==> config.mk <==
export PLATFORM = sky130hd
export DESIGN_NAME = tot_hit_encoder
export DESIGN_NICKNAME = d
export VERILOG_FILES = /design/src/rtl/tot_hit_pkg.sv /design/src/rtl/therm_fine_encoder.sv /design/src/rtl/tot_hit_ctrl.sv /design/src/rtl/tot_hit_datapath.sv /design/src/rtl/tot_hit_encoder.sv
export SDC_FILE = /design/constraint.sdc
export NUM_CORES = 1
export LEC_CHECK = 0
export BUFFER_PORTS_ARGS = -buffer_cell sky130_fd_sc_hd__buf_2
export CORE_MARGIN = 5
export CORE_UTILIZATION = 50
export DETAILED_ROUTE_END_ITERATION = 8
export PLACE_DENSITY = 0.74
export REMOVE_ABC_BUFFERS = 1
export SETUP_SLACK_MARGIN = 0.05
export SYNTH_ARGS = -nofsm -noshare
export SYNTH_HDL_FRONTEND = slang
export SYNTH_SLANG_ARGS = --single-unit
==> constraint.sdc <==
create_clock -name clk -period 3.85 [get_ports clk]
set_input_delay 0 -clock clk [delete_from_list [all_inputs] [get_ports clk]]
set_output_delay 0 -clock clk [all_outputs]
set_load 0.02 [all_outputs]
==> src/rtl/tot_hit_pkg.sv <==
package tot_hit_pkg;
  typedef struct packed {
    logic captureLead;
    logic captureTrail;
    logic emit;
  } hit_strobe_t;
endpackage

==> src/rtl/therm_fine_encoder.sv <==
module therm_fine_encoder #(
  parameter int TAPS = 32,
  localparam int FINE_W = $clog2(TAPS)
) (
  input  logic [TAPS-1:0]   taps,
  output logic [FINE_W-1:0] fine,
  output logic              noEdge
);
  // majority-of-three smoothing removes any single bubble
  logic [TAPS-1:0] smooth;

  for (genvar k = 0; k < TAPS; k++) begin : g_smooth
    logic below, above;
    if (k == 0) begin : g_lo
      assign below = 1'b1;
    end else begin : g_mid
      assign below = taps[k-1];
    end
    if (k == TAPS - 1) begin : g_hi
      assign above = 1'b0;
    end else begin : g_up
      assign above = taps[k+1];
    end
    assign smooth[k] = (below & taps[k]) | (below & above) | (taps[k] & above);
  end

  always_comb begin
    fine = '0;
    for (int k = 0; k < TAPS; k++) begin
      if (smooth[k]) fine = FINE_W'(k);
    end
  end

  assign noEdge = ~|smooth;
endmodule

==> src/rtl/tot_hit_ctrl.sv <==
module tot_hit_ctrl
  import tot_hit_pkg::*;
#(
  parameter int NUM_PIX = 5,
  parameter int LOST_W = 16,
  localparam int IDX_W = $clog2(NUM_PIX),
  localparam int CNT_W = $clog2(NUM_PIX + 1)
) (
  input  logic               clk,
  input  logic               rstN,
  input  logic [NUM_PIX-1:0] pixelPulse,
  output hit_strobe_t        strobe,
  output logic [IDX_W-1:0]   grantIdx,
  output logic [LOST_W-1:0]  lostCount
);
  typedef enum logic [1:0] {ARB_IDLE, ARB_BUSY, ARB_EMIT} arb_state_t;

  arb_state_t state, stateNext;
  logic [NUM_PIX-1:0] pulseD, rise;
  logic [IDX_W-1:0] firstIdx;
  logic [CNT_W-1:0] nRise, lostInc;
  logic [LOST_W:0] lostSum;
  logic grantFell;

  assign rise = pixelPulse & ~pulseD;
  assign grantFell = pulseD[grantIdx] & ~pixelPulse[grantIdx];

  always_comb begin
    firstIdx = '0;
    nRise = '0;
    for (int i = NUM_PIX - 1; i >= 0; i--) begin
      if (rise[i]) firstIdx = IDX_W'(i);
    end
    for (int i = 0; i < NUM_PIX; i++) begin
      nRise = nRise + CNT_W'(rise[i]);
    end
  end

  always_comb begin
    stateNext = state;
    strobe = '0;
    lostInc = nRise;
    case (state)
      ARB_IDLE: begin
        if (|rise) begin
          strobe.captureLead = 1'b1;
          lostInc = nRise - CNT_W'(1);
          stateNext = ARB_BUSY;
        end
      end
      ARB_BUSY: begin
        if (grantFell) begin
          strobe.captureTrail = 1'b1;
          stateNext = ARB_EMIT;
        end
      end
      default: begin
        strobe.emit = 1'b1;
        stateNext = ARB_IDLE;
      end
    endcase
  end

  assign lostSum = {1'b0, lostCount} + (LOST_W + 1)'(lostInc);

  always_ff @(posedge clk) begin
    if (!rstN) begin
      state <= ARB_IDLE;
      pulseD <= '0;
      grantIdx <= '0;
      lostCount <= '0;
    end else begin
      state <= stateNext;
      pulseD <= pixelPulse;
      if (strobe.captureLead) grantIdx <= firstIdx;
      lostCount <= lostSum[LOST_W] ? '1 : lostSum[LOST_W-1:0];
    end
  end
endmodule

==> src/rtl/tot_hit_datapath.sv <==
module tot_hit_datapath
  import tot_hit_pkg::*;
#(
  parameter int NUM_PIX = 5,
  parameter int TAPS = 32,
  parameter int COARSE_W = 32,
  localparam int IDX_W = $clog2(NUM_PIX),
  localparam int FINE_W = $clog2(TAPS),
  localparam int TIME_W = COARSE_W + FINE_W
) (
  input  logic              clk,
  input  logic              rstN,
  input  logic [TAPS-1:0]   taps,
  input  hit_strobe_t       strobe,
  input  logic [IDX_W-1:0]  grantIdx,
  output logic              hitValid,
  output logic [IDX_W-1:0]  hitPixel,
  output logic [TIME_W-1:0] hitLead,
  output logic [TIME_W-1:0] hitTrail,
  output logic [TIME_W-1:0] hitWidth,
  output logic              hitCodeErr
);
  logic [COARSE_W-1:0] coarseCnt;
  logic [FINE_W-1:0] fineNow;
  logic fineBad;
  logic [TIME_W-1:0] leadTime, trailTime;
  logic leadErr, trailErr;

  therm_fine_encoder #(.TAPS(TAPS)) u_enc (
    .taps(taps),
    .fine(fineNow),
    .noEdge(fineBad)
  );

  always_ff @(posedge clk) begin
    if (!rstN) begin
      coarseCnt <= '0;
      leadTime <= '0;
      trailTime <= '0;
      leadErr <= 1'b0;
      trailErr <= 1'b0;
      hitValid <= 1'b0;
      hitPixel <= '0;
      hitLead <= '0;
      hitTrail <= '0;
      hitWidth <= '0;
      hitCodeErr <= 1'b0;
    end else begin
      coarseCnt <= coarseCnt + COARSE_W'(1);
      hitValid <= strobe.emit;
      if (strobe.captureLead) begin
        leadTime <= {coarseCnt, fineNow};
        leadErr <= fineBad;
      end
      if (strobe.captureTrail) begin
        trailTime <= {coarseCnt, fineNow};
        trailErr <= fineBad;
      end
      if (strobe.emit) begin
        hitPixel <= grantIdx;
        hitLead <= leadTime;
        hitTrail <= trailTime;
        hitWidth <= trailTime - leadTime;
        hitCodeErr <= leadErr | trailErr;
      end
    end
  end
endmodule

==> src/rtl/tot_hit_encoder.sv <==
module tot_hit_encoder
  import tot_hit_pkg::*;
#(
  parameter int NUM_PIX = 5,
  parameter int TAPS = 32,
  parameter int COARSE_W = 32,
  parameter int LOST_W = 16,
  localparam int IDX_W = $clog2(NUM_PIX),
  localparam int TIME_W = COARSE_W + $clog2(TAPS)
) (
  input  logic               clk,
  input  logic               rstN,
  input  logic [NUM_PIX-1:0] pixelPulse,
  input  logic [TAPS-1:0]    taps,
  output logic               hitValid,
  output logic [IDX_W-1:0]   hitPixel,
  output logic [TIME_W-1:0]  hitLead,
  output logic [TIME_W-1:0]  hitTrail,
  output logic [TIME_W-1:0]  hitWidth,
  output logic               hitCodeErr,
  output logic [LOST_W-1:0]  lostCount
);
  hit_strobe_t strobe;
  logic [IDX_W-1:0] grantIdx;

  tot_hit_ctrl #(.NUM_PIX(NUM_PIX), .LOST_W(LOST_W)) u_ctrl (
    .clk(clk),
    .rstN(rstN),
    .pixelPulse(pixelPulse),
    .strobe(strobe),
    .grantIdx(grantIdx),
    .lostCount(lostCount)
  );

  tot_hit_datapath #(.NUM_PIX(NUM_PIX), .TAPS(TAPS), .COARSE_W(COARSE_W)) u_dp (
    .clk(clk),
    .rstN(rstN),
    .taps(taps),
    .strobe(strobe),
    .grantIdx(grantIdx),
    .hitValid(hitValid),
    .hitPixel(hitPixel),
    .hitLead(hitLead),
    .hitTrail(hitTrail),
    .hitWidth(hitWidth),
    .hitCodeErr(hitCodeErr)
  );
endmodule

==> run summary <==
run status: complete, but fails checks
failing checks: negative setup slack
DR WL/cell: 15.10 um
pin count of the biggest net entering global routing: 149
hold slack: 0.07674 ns
CTS buffer count: 26
Synth Register Bits: 250
CP max stage cell: fa_1
drt drc: 0
met2 Usage GRT: 0.3445
critical path, cell by cell: nand2b_4 -> ha_4 -> inv_2 -> fa_1 -> inv_1 -> ha_2 -> inv_2 -> fa_1 -> ha_1 -> mux2i_1 -> ha_1 -> a21o_1 -> a21oi_2 -> nor2_2 -> and2_4 -> nor2b_4 -> nor2b_4 -> nand3_2 -> mux2i_1 -> nor2_1
Core Area: 0.02425 mm^2
initial antenna violation count: 0
most instantiated library cell after synthesis: dfxtp_1
critical path class: reg2reg
hold path start: taps[28]
worst r2r path cells: 20
Fmax: 250.1 MHz
routed via count: 10495
hold-critical path depth: 4
Seq/Total Area, Yosys: 0.4079
Root Buffer: clkbuf_16
RSZ-0062 raised after global routing: true
Critical Path Source Type: flip-flop
Synth top cells by count: dfxtp_1, nor2_1, nand2_1
Worst Hold Class: in2reg
Relative slew margins: 0.2772
IO buf count: 170
Synth area leader: dfxtp_1
Setup Skew: 0.007291 ns
maximum VDD drop: 0.2770 mV
worst r2r dst: u_ctrl.lostCount[15]
global routing's busiest layer: met2
worst skew pair latency: 0.52 ns
Worst Path Required: 4.24 ns
DR iter-0 viols: 604
post-route ant nets: 0
Vias/cell: 5.368
Mapped Avg Cell Area: 8.296 um^2
clock-pin slew on the worst setup and hold paths: 0.06 ns
final number of hold-violating endpoints: 0
Leakage: 5.825 nW
Worst-Margin Slew: 1.084 ns
TritonCTS clock tree: yes
cells taking the most area after synthesis: dfxtp_1, mux2i_1, nor2_1, nand2_1, a21oi_1
grt ovf: 0
die area: 0.02777 mm^2
Tmin final: 3.998 ns
Final Instance Area: 0.01438 mm^2
Critical Path End Type: flip-flop
final setup fails: 8
final worst slack: -0.1482 ns
Post-Synthesis Cells: 1479
Slew Limit Fails: 0
PwrDens: 422.8 mW/mm^2
post-DP HPWL: 19690 um
grt met3 use: 0.04764
routed wire length: 29510 um
P&R area growth vs syn: 17.19%
initial core utilization: 0.5060
first-pass GRT wire length: 48440 um
hold endpoint: u_dp.leadTime[2]
FP Rows: 57
Mapped Area: 0.01227 mm^2
GR Util met1: 0.2594
Tcrit/Tclk final: 1.038
Crit Reg-Reg Startpoint: u_ctrl.pulseD[0]
Pwr Total: 0.006080 W
max incr delay on CP: 0.46 ns
IO Count: 171
WP data arrival: 4.38 ns
Yosys warning total: 0
H-tree levels: 1
Pre-antenna DRT Iters: 5
top-area cell type share of the netlist area: 0.4079
total track usage: 0.2005
vias in the first global route: 9908
library cells used by synthesis: 72
CP max FO: 2
asr flop ratio synth: 0
Final nets: 1704
layout cells sized above 1: 0.1649
die height: 166.6 um
clk sinks: 250
max cap viols: 0
chip width: 166.6 um
GPL Wtd Cong: 0.8515
placed cell area: 0.01338 mm^2
ANT cells: 0
Post-synth EDFFs: 0
Worst R2R Setup Slack: -0.15 ns
FILL cells: 2185
clk buf depth: 3
Top FF cell, synth: dfxtp_1
## report_power, final
part | switching, W | internal [W] | leakage, nW
logic | 0.000598 | 0.000413 | 3.41
registers | 0.0000563 | 0.00265 | 2.02
clock network | 0.000959 | 0.00140 | 0.398
total | 0.00161 | 0.00447 | 5.82
## layout by cell type, fill, tap and decap left out, types with 14 or more instances in the layout
| cell | count |
|---|---|
| a21oi_1 | 142 |
| mux2i_1 | 100 |
| clkbuf_16 | 27 |
| nand2_1 | 196 |
| a211oi_1 | 17 |
| buf_4 | 19 |
| xnor2_1 | 31 |
| a21o_1 | 21 |
| inv_1 | 56 |
| and3_1 | 14 |
| ha_1 | 42 |
| buf_2 | 170 |
| nand3_1 | 22 |
| dfxtp_1 | 248 |
| nand3b_1 | 14 |
| xor2_1 | 44 |
| o21ai_0 | 44 |
| nor2_1 | 199 |
## registers in the layout, summed over array words and instances (netlist names), 5 cells and up
| signal | cells |
|---|---|
| u_ctrl.lostCount | 16 |
| u_ctrl.pulseD | 5 |
| u_dp.coarseCnt | 32 |
| u_dp.hitLead | 37 |
| u_dp.hitTrail | 37 |
| u_dp.hitWidth | 37 |
| u_dp.leadTime | 37 |
| u_dp.trailTime | 37 |
## how the worst max path moves through the flow
| stage | from | to | slack [ns] |
|---|---|---|---|
| CTS | u_ctrl.pulseD[0] | u_ctrl.lostCount[15] | -0.13 |
| global route | u_ctrl.pulseD[0] | u_ctrl.lostCount[15] | -0.35 |
| floorplan | u_ctrl.state[1] | u_ctrl.lostCount[0] | -4.93 |
| finish | u_ctrl.pulseD[0] | u_ctrl.lostCount[15] | -0.15 |
| detailed placement | u_ctrl.pulseD[0] | u_ctrl.lostCount[1] | -0.41 |
| global placement | u_ctrl.pulseD[0] | u_ctrl.lostCount[0] | -0.33 |
## worst max-delay path, delay by kind of cell, from the launching register on
| kind | cells | cell delay, ns |
|---|---|---|
| buf+inv | 3 | 0.13 |
| simple gates | 7 | 0.79 |
| compound gates | 2 | 0.37 |
| fa+ha+maj | 6 | 1.87 |
| flops | 1 | 0.32 |
| mux | 2 | 0.37 |
## metrics by stage
step	TNS, ns	setup slack [ns]	utilization	cells
floorplan	-407.96	-4.933	-	1392
global placement	-4.725	-0.3307	0.5517	1902
detailed placement	-5.873	-0.4139	0.5517	1902
CTS	-1.104	-0.1307	0.5906	1951
global route	-3.726	-0.3516	0.5930	1955
finish	-0.4412	-0.1482	0.5930	1955
## per-layer routing
metal | routed length, um | part of all wire
met4 | 428 | 0.015
met1 | 13300 | 0.45
met2 | 13890 | 0.47
met3 | 1889 | 0.064
met5 | 0 | 0
## final cells by class
class	count	area [um^2]	share of cell area
clock buffers	40	794.5	0.05526
clock inverters	2	10.01	0.0006961
inverters	60	230.2	0.01601
multi-input cells	1083	6845	0.4761
flip-flops and latches	250	5010	0.3484
well taps	324	405.4	0.02819
repair buffers	196	1084	0.07536
## kinds of logic after synthesis
kind of cell	after synthesis	synth area share
multiplexers	105	0.08617
AO/OA/AOI/OAI	309	0.1565
XOR/XNOR	75	0.05354
adder cells (fa/ha/maj)	50	0.05303
buffers and inverters	147	0.04497
flip-flops	250	0.4079
AND/OR/NAND/NOR	543	0.1978
## what timing repair did
item                                    CTS  global route
resized for setup                        17             8
endpoints found under the setup margin   16            16
gates cloned                              0             1
buffers inserted                          2             3
hold buffers                              5             0
hold endpoints to repair                  5             0
pin swaps                                10            10
Power figures use the tool's default switching activity.
